[src/rtl/convtime_pkg.sv]
package convtime_pkg;

    localparam int MAX_RATIO = 64;
    localparam int DIV_CNT_W = $clog2(MAX_RATIO);

    typedef enum logic [1:0] {
        PH_IDLE = 2'd0,
        PH_STAB = 2'd1,
        PH_SAMP = 2'd2,
        PH_CONV = 2'd3
    } phase_e;

    typedef struct packed {
        logic [2:0] div_sel;
        logic       lv2;
        logic       res8;
        logic       trig_wait;
        logic       repeat_on;
    } cfg_t;

    function automatic logic [DIV_CNT_W:0] ratio_of(input logic [2:0] code);
        logic [DIV_CNT_W:0] r;
        case (code)
            3'd0:    r = (DIV_CNT_W+1)'(64);
            3'd1:    r = (DIV_CNT_W+1)'(32);
            3'd2:    r = (DIV_CNT_W+1)'(16);
            3'd3:    r = (DIV_CNT_W+1)'(8);
            3'd4:    r = (DIV_CNT_W+1)'(6);
            3'd5:    r = (DIV_CNT_W+1)'(5);
            3'd6:    r = (DIV_CNT_W+1)'(4);
            default: r = (DIV_CNT_W+1)'(2);
        endcase
        return r;
    endfunction

endpackage

[src/rtl/convtime_div.sv]
module convtime_div #(
    parameter int CNT_W = convtime_pkg::DIV_CNT_W
) (
    input  logic           clk,
    input  logic           rst,
    input  logic           run,
    input  logic           restart,
    input  logic [CNT_W:0] ratio,
    output logic           tick
);
    logic [CNT_W-1:0] cnt;
    logic [CNT_W:0]   term;

    assign term = ratio - 1'b1;
    assign tick = run && (cnt == term[CNT_W-1:0]);

    always_ff @(posedge clk) begin
        if (rst || !run || restart || tick) begin
            cnt <= '0;
        end else begin
            cnt <= cnt + 1'b1;
        end
    end
endmodule

[src/rtl/convtime_fsm.sv]
module convtime_fsm
    import convtime_pkg::*;
#(
    parameter int PH_W       = 5,
    parameter int STAB_TICKS = 2,
    parameter int SAMP_LV1   = 7,
    parameter int SAMP_LV2   = 5,
    parameter int BITS_HI    = 12,
    parameter int RES_CUT    = 2
) (
    input  logic   clk,
    input  logic   rst,
    input  logic   en,
    input  logic   req,
    input  logic   tick,
    input  logic   trig_wait,
    input  logic   repeat_on,
    input  logic   lv2,
    input  logic   res8,
    output phase_e phase,
    output logic   first_conv,
    output logic   done,
    output logic   restart
);
    localparam logic USE_STAB = (STAB_TICKS > 0);

    phase_e          ph_q;
    logic [PH_W-1:0] pcnt;
    logic [PH_W-1:0] cur_len;
    logic            first_q;
    logic            done_q;
    logic            last;

    always_comb begin
        case (ph_q)
            PH_STAB: cur_len = PH_W'(STAB_TICKS);
            PH_SAMP: cur_len = lv2 ? PH_W'(SAMP_LV2) : PH_W'(SAMP_LV1);
            default: cur_len = res8 ? PH_W'(BITS_HI - RES_CUT) : PH_W'(BITS_HI);
        endcase
    end

    assign last    = tick && (pcnt == cur_len - 1'b1);
    assign restart = en && (ph_q == PH_IDLE) && req;

    always_ff @(posedge clk) begin
        if (rst) begin
            ph_q    <= PH_IDLE;
            pcnt    <= '0;
            first_q <= 1'b1;
            done_q  <= 1'b0;
        end else begin
            done_q <= 1'b0;
            if (!en) begin
                ph_q    <= PH_IDLE;
                pcnt    <= '0;
                first_q <= 1'b1;
            end else begin
                case (ph_q)
                    PH_IDLE: if (req) begin
                        ph_q    <= (trig_wait && USE_STAB) ? PH_STAB : PH_SAMP;
                        pcnt    <= '0;
                        first_q <= 1'b1;
                    end
                    PH_STAB, PH_SAMP: if (tick) begin
                        if (last) begin
                            ph_q <= (ph_q == PH_STAB) ? PH_SAMP : PH_CONV;
                            pcnt <= '0;
                        end else begin
                            pcnt <= pcnt + 1'b1;
                        end
                    end
                    default: if (tick) begin
                        if (last) begin
                            done_q <= 1'b1;
                            pcnt   <= '0;
                            if (repeat_on) begin
                                ph_q    <= PH_SAMP;
                                first_q <= 1'b0;
                            end else begin
                                ph_q    <= PH_IDLE;
                                first_q <= 1'b1;
                            end
                        end else begin
                            pcnt <= pcnt + 1'b1;
                        end
                    end
                endcase
            end
        end
    end

    assign phase      = ph_q;
    assign first_conv = first_q;
    assign done       = done_q;
endmodule

[src/rtl/convtime_seq.sv]
module convtime_seq
    import convtime_pkg::*;
#(
    parameter int STAB_TICKS = 2,
    parameter int SAMP_LV1   = 7,
    parameter int SAMP_LV2   = 5,
    parameter int BITS_HI    = 12,
    parameter int RES_CUT    = 2
) (
    input  logic       clk,
    input  logic       rst,
    input  logic       cfg_we,
    input  logic [2:0] cfg_div_sel,
    input  logic [1:0] cfg_lv_sel,
    input  logic       cfg_res8,
    input  logic       cfg_trig_wait,
    input  logic       cfg_repeat,
    input  logic       en,
    input  logic       start,
    input  logic       hw_trig,
    output logic       cclk_en,
    output logic       ph_stab,
    output logic       ph_samp,
    output logic       ph_conv,
    output logic       first_conv,
    output logic       conv_done
);
    localparam int LONGEST = (SAMP_LV1 > BITS_HI) ? SAMP_LV1 : BITS_HI;
    localparam int PH_W    = $clog2(LONGEST + STAB_TICKS + SAMP_LV2 + 1);

    cfg_t   cfg_q;
    phase_e phase;
    logic   tick;
    logic   req;
    logic   restart;

    always_ff @(posedge clk) begin
        if (rst) begin
            cfg_q <= '0;
        end else if (cfg_we && !en && !start) begin
            cfg_q.div_sel   <= cfg_div_sel;
            cfg_q.lv2       <= (cfg_lv_sel == 2'd1);
            cfg_q.res8      <= cfg_res8;
            cfg_q.trig_wait <= cfg_trig_wait;
            cfg_q.repeat_on <= cfg_repeat;
        end
    end

    assign req = cfg_q.trig_wait ? hw_trig : start;

    convtime_div #(.CNT_W(DIV_CNT_W)) u_div (
        .clk     (clk),
        .rst     (rst),
        .run     (en),
        .restart (restart),
        .ratio   (ratio_of(cfg_q.div_sel)),
        .tick    (tick)
    );

    convtime_fsm #(
        .PH_W       (PH_W),
        .STAB_TICKS (STAB_TICKS),
        .SAMP_LV1   (SAMP_LV1),
        .SAMP_LV2   (SAMP_LV2),
        .BITS_HI    (BITS_HI),
        .RES_CUT    (RES_CUT)
    ) u_fsm (
        .clk        (clk),
        .rst        (rst),
        .en         (en),
        .req        (req),
        .tick       (tick),
        .trig_wait  (cfg_q.trig_wait),
        .repeat_on  (cfg_q.repeat_on),
        .lv2        (cfg_q.lv2),
        .res8       (cfg_q.res8),
        .phase      (phase),
        .first_conv (first_conv),
        .done       (conv_done),
        .restart    (restart)
    );

    assign cclk_en = tick;
    assign ph_stab = (phase == PH_STAB);
    assign ph_samp = (phase == PH_SAMP);
    assign ph_conv = (phase == PH_CONV);
endmodule

[config.mk]
export PLATFORM = sky130hd
export DESIGN_NAME = convtime_seq
export DESIGN_NICKNAME = d
export VERILOG_FILES = /design/src/rtl/convtime_pkg.sv /design/src/rtl/convtime_div.sv /design/src/rtl/convtime_fsm.sv /design/src/rtl/convtime_seq.sv
export SDC_FILE = /design/constraint.sdc
export NUM_CORES = 1
export LEC_CHECK = 0
export BUFFER_PORTS_ARGS = -buffer_cell sky130_fd_sc_hd__buf_4
export CAP_MARGIN = 20
export CELL_PAD_IN_SITES_DETAIL_PLACEMENT = 0
export CELL_PAD_IN_SITES_GLOBAL_PLACEMENT = 1
export CORE_MARGIN = 2
export CORE_UTILIZATION = 38
export DETAILED_ROUTE_END_ITERATION = 7
export PLACE_DENSITY = 0.79
export SKIP_LAST_GASP = 1
export SLEW_MARGIN = 20
export SYNTH_ARGS = -nofsm -noshare
export SYNTH_HDL_FRONTEND = slang
export SYNTH_SLANG_ARGS = --single-unit
[constraint.sdc]
create_clock -name clk -period 2.4 [get_ports clk]
set_clock_uncertainty 0.05 [all_clocks]
set_input_delay 0.48 -clock clk [delete_from_list [all_inputs] [get_ports clk]]
set_output_delay 0.48 -clock clk [all_outputs]
set_load 0.02 [all_outputs]
# Word-level counts from Yosys, hierarchy flattened
# Cells that the tools add are included.
[op_classes]
n_reduce_logical = 21
n_eq_ne = 15
addsub = 4
n_mux = 24
n_bitwise = 3
[op_table]
columns = ["cell", "count"]
rows = [
  ["$pmux W6 S7", 1],
  ["$mux W5", 4],
  ["$mux W2", 8],
  ["$pmux W5 S2", 1],
  ["$eq A3 B3 Y1 const B", 3],
  ["$mux W1", 7],
  ["$add A6 B1 Y6 const B", 1],
  ["$eq A3 B2 Y1 const B", 2],
  ["$eq A6 B6 Y1", 1],
  ["$logic_and A1 B1 Y1", 6],
  ["$reduce_or A6 Y1", 1],
  ["$sub A6 B1 Y6 const B", 1],
  ["$add A5 B1 Y5 const B", 1],
  ["$eq A5 B5 Y1", 1],
  ["$reduce_and A5 Y1", 1],
  ["$sub A5 B1 Y5 const B", 1],
  ["$eq A2 B1 Y1 const B", 2],
  ["$eq A2 B2 Y1 const B", 2],
  ["$ne A2 B1 Y1 const B", 2],
  ["$pmux W2 S2", 1],
  ["$reduce_and A4 Y1", 1],
  ["$reduce_bool A2 Y1", 2],
  ["$reduce_or A2 Y1", 2],
  ["$eq A3 B1 Y1 const B", 1],
  ["other kinds (9)", 14],
]
[totals]
in_bits = 14
word_cells = 77
reg_bits = 22

# Logic depth before layout (Yosys ltp)
[logic_depth]
depth_word = 9
ltp_mapped = 10
mapped_depth_nobuf = 9

# Modules after synthesis
# Synthesis repeated with hierarchy kept, for this count alone.
[unflattened]
hier_cells = 185
hier_area_um2 = 1614.0
[by_module_without_submodules]
columns = ["mod", "instances", "cells_per_inst", "area_per_inst_um2"]
rows = [
  ["convtime_fsm", 1, 92, 747.0],
  ["convtime_div", 1, 49, 447.9],
  ["convtime_seq", 1, 44, 419.2],
]

# Worst setup path before layout
# No wires, ideal clock.
[synth_timing]
path_type = "reg2reg"
from = "reg cfg_q[5] (netlist bit)"
to = "reg u_fsm.done_q (netlist: u_fsm.done)"
n_path_buf = 1
t_arrival_ps = 2365
slack_ps = -103
period_less_slack_ps = 2503
path_stages_with_launch = 11
path_cell_list = "dfxtp_1 -> buf_6 -> xnor2_1 -> nand2_1 -> ha_1 -> and4_1 -> a211oi_1 -> xor2_1 -> nand2_4 -> or4_1 -> nor4_2"
[synth_between]
elab_chain_cells = 7
elab_cells_between_ends = 15
[synth_lines]
columns = ["item", "line_no", "rtl"]
rows = [
  ["start, declared", "convtime_seq.sv:31", "cfg_t cfg_q;"],
  ["$eq A3 B3 Y1 (tied with other cells)", "convtime_pkg.sv:23", "case (code)"],
  ["$pmux W6 S7 (*)", "convtime_pkg.sv:23", ""],
  ["$sub A6 B1 Y6 (*)", "convtime_div.sv:14", "assign term = ratio - 1'b1;"],
  ["$eq A6 B6 Y1 (*)", "convtime_div.sv:15", "assign tick = run && (cnt == term[CNT_W-1:0]);"],
  ["$logic_and A1 B1 Y1 (*)", "convtime_div.sv:15", ""],
  ["$not A1 Y1 (no line) or $logic_and A1 B1 Y1 (tied branches)", "--", ""],
  ["$reduce_or A6 Y1 (no line) or $mux W1 (tied branches)", "--", ""],
  ["end signal, assigned", "convtime_fsm.sv:50", "done_q <= 1'b0;"],
  ["end signal, assigned", "convtime_fsm.sv:52", "done_q <= 1'b0;"],
  ["end signal, assigned", "convtime_fsm.sv:74", "done_q <= 1'b1;"],
  ["end, declared", "convtime_fsm.sv:31", "logic done_q;"],
]
# Mark *: on every way between the ends. The rest lies on a longest branch, timed or not.
# A chain may end at the register's enable or synchronous reset.

# Worst setup path after layout
[layout_timing]
from = "reg cfg_q[4] (netlist bit)"
to = "out cclk_en"
[layout_between]
elab_chain_cells = 5
elab_cells_between_ends = 11
[layout_lines]
columns = ["item", "line_no", "rtl"]
rows = [
  ["$eq A3 B3 Y1 (tied with other cells)", "convtime_pkg.sv:23", ""],
  ["$pmux W6 S7 (*)", "convtime_pkg.sv:23", ""],
  ["$sub A6 B1 Y6 (*)", "convtime_div.sv:14", ""],
  ["$eq A6 B6 Y1 (*)", "convtime_div.sv:15", ""],
  ["$logic_and A1 B1 Y1 (*)", "convtime_div.sv:15", ""],
  ["end, declared", "convtime_seq.sv:21", "output logic cclk_en,"],
]
# Marks and branches as above.

==> run summary <==
outcome: finished, violations left
violated checks: negative setup slack
cells on worst reg2reg path: 10
Final GP Congestion: 0.844
DRC viols: 0
Slew headroom: 69.9%
ys async rst share: 0%
post-synthesis compound-gate area fraction: 17.6%
FF-to-FF Start: cfg_q[4]$_SDFFE_PP0P_
DR iter-0 viols: 32
hold depth: 3
Simple-Gate Fraction of Synth Area: 27.4%
Post-Synth Adder-Cell Area: 7.52%
syn_area_per_cell: 8.47 µm²
largest cells by area after synthesis: dfxtp_1 (30%), ha_1 (6.8%), nor2_1 (5.8%)
drt first pass iters: 4
# fillers: 336
nets@finish: 233
post-synthesis register bit count: 22
Worst setup SP type: flip-flop
Fin. Hold Viols: 0
Max-Cap Viols: 0
Synth top area share: 29.7%
max-slew violations: 0
Worst setup EP type: output port
Max Fclk: 390 MHz
CTS buffer count: 3
Ys Warns: 0
Die ar.: 0.00441 mm²
GR Util All Layers: 17.0%
number of synthesized flops with an enable pin: 0
vias in the first global route: 1,312
area grow syn2layout: 31.8%
initial antenna violation count: 0
Worst EP required: 1.87 ns
chip width: 66.4 µm
Design Area, Final: 0.00195 mm²
Hold Path End: cfg_q[6]$_SDFFE_PP0P_
critical-path maximum fanout: 4
global-route wire length before repair: 5.79 mm
setup ws final: -0.165 ns
fin cells: 257
largest net degree at the start of global routing: 12
dpl hpwl: 2.69 mm
type of the worst setup path: reg2out
Syn Inst Count: 175
CTS max path bufs: 2
Top Ports: 20
DP Area: 0.00175 mm²
register area: 445 µm²
Final Hold Slack: 0.400 ns
HP Start: cfg_div_sel[2]
Final TNS setup: -0.305 ns
placed cell count: 249
main combinational cell family by area after synthesis: simple AND/OR/NAND/NOR gates
final WL: 3.57 mm
final antenna diode count: 0
dominant synthesized flop cell: dfxtp_1
post-synthesis sequential area ratio: 29.7%
worst slew pin tran: 0.439 ns
Design Power: 845 µW
multi-input logic area: 0.00108 mm²
Hold-fix buffers, CTS: 0
Clock transition at path regs: 0.08 ns
crit path DAT: 2.04 ns
Root Driver: clkbuf_8
Worst R2R Setup Slack: -0.14 ns
mux contribution to synthesized area: 5.49%
Synth Cell Area: 0.00148 mm²
Cell Rows: 22
drt via density: 5.29
H-tree levels: 1
Die H: 66.4 µm
ANT nets after route: 0
Tmin final: 2.57 ns
initial core utilization: 39.9%
total nets after synthesis: 197
Commonest cells post-synth: nor2_1 (23), dfxtp_1 (22), a21oi_1 (11)
DR WL/cell: 13.9 µm
top-count cell post-synth: nor2_1
Final Setup Violations: 3
fraction of layout cells with a size suffix above 1: 34.0%
PD cells: 433 mW/mm²
clock sinks: 22
vias: 1,360
Clock Latency Late Sink: 0.26 ns
area leader, netlist: dfxtp_1
gr ovfl total: 0
Synth Area in XOR/XNOR: 6.50%
leakage: 0.000790 µW
core area: 0.00372 mm²
# port buffers: 19
reg2reg end: u_fsm.done$_SDFF_PP0_
setup repair after global routing missed its margin: yes
CTS tree: yes
final period utilization: 107%
Hold WC Path Type: in2reg
Synth cell types: 50
Max IR drop VDD: 258 µV
metrics by stage:
step	setup slack (ns)	util, %
global placement	0.0315	47.2
global route	-0.257	52.5
floorplan	0.0224	-
detailed placement	-0.0116	47.2
finish	-0.165	52.5
CTS	-0.0869	50.1
flip-flops by register name, summed over array words and instances (netlist names):
register and flops:
cfg_q 7, u_div.cnt 6, u_fsm.done 1, u_fsm.first_conv 1, u_fsm.pcnt 5, u_fsm.phase 2
placed cells by master (no fill, tap or decap), drive strengths merged, types with 3 or more instances in the layout:
cell type / netlist / final
buf: 3 / 39
nor2: 23 / 23
dfxtp: 22 / 22
a21oi: 11 / 11
nand2: 10 / 10
inv: 8 / 8
o21ai: 8 / 8
ha: 8 / 8
mux2i: 7 / 7
nand3b: 6 / 6
or3: 6 / 6
xnor2: 6 / 6
nand2b: 5 / 5
xor2: 5 / 5
nand3: 4 / 4
clkbuf: 5 / 3
and3: 3 / 3
or4: 3 / 3
power by group:
group          leakage, µW  internal [µW]  switching (µW)
Sequential        0.000179            373            11.3
Combinational     0.000589            110             117
Clock            0.0000216            112             121
Total             0.000790            596             249
routing by layer:
metal	wire length, µm	GRT usage (%)	share of wire, %	vias to the layer above
met5	0	0	0	-
met4	42	4.34	1.2	0
met3	96	2.04	2.7	5
met2	1820	30.1	51	22
met1	1610	21.5	45	641
li1	-	-	-	692
what timing repair did:
action                     in CTS  in global routing
setup endpoints to repair       5                 15
buffers inserted                4                  1
hold endpoints to repair        0                  0
resized for setup               9                 14
pin swaps                       6                 10
critical path: stages (launching register included):
cell       delay (ns)
dfxtp_4          0.36
xnor2_2          0.17
nand2_2          0.09
ha_4             0.23
xnor2_2          0.14
a2111oi_4        0.32
o211a_4          0.24
nand2_4          0.05
inv_2            0.07
buf_6            0.11
area by class of cell:
cell class                 instances  area share (%)
sequential                        22            22.8
timing repair buffer              39            15.2
tap                               48            3.08
inverter                           8            1.54
clock buffer                       3            2.12
multi-input combinational        137            55.3
cells by family after synthesis:
logic type	count (synthesis)
muxes	8
AOI/OAI and AO/OA	36
xor gates and xnor gates	11
buffers and inverters	16
DFF	22
and+or+nand+nor	73
adders and majority gates	9
worst max-delay path by stage:
stage,startpoint,endpoint,slack (ns),cells past startpoint
final,cfg_q[4]$_SDFFE_PP0P_,cclk_en,-0.17,9
after global routing,cfg_q[4]$_SDFFE_PP0P_,cclk_en,-0.26,9
after CTS,cfg_q[5]$_SDFFE_PP0P_,cclk_en,-0.09,9
after detailed placement,cfg_q[4]$_SDFFE_PP0P_,u_fsm.phase[1]$_SDFFE_PP0P_,-0.01,9
after global placement,cfg_q[4]$_SDFFE_PP0P_,u_fsm.done$_SDFF_PP0_,0.03,9
after floorplan,cfg_q[4]$_SDFFE_PP0P_,u_fsm.done$_SDFF_PP0_,0.02,10
Power figures use the tool's default switching activity.
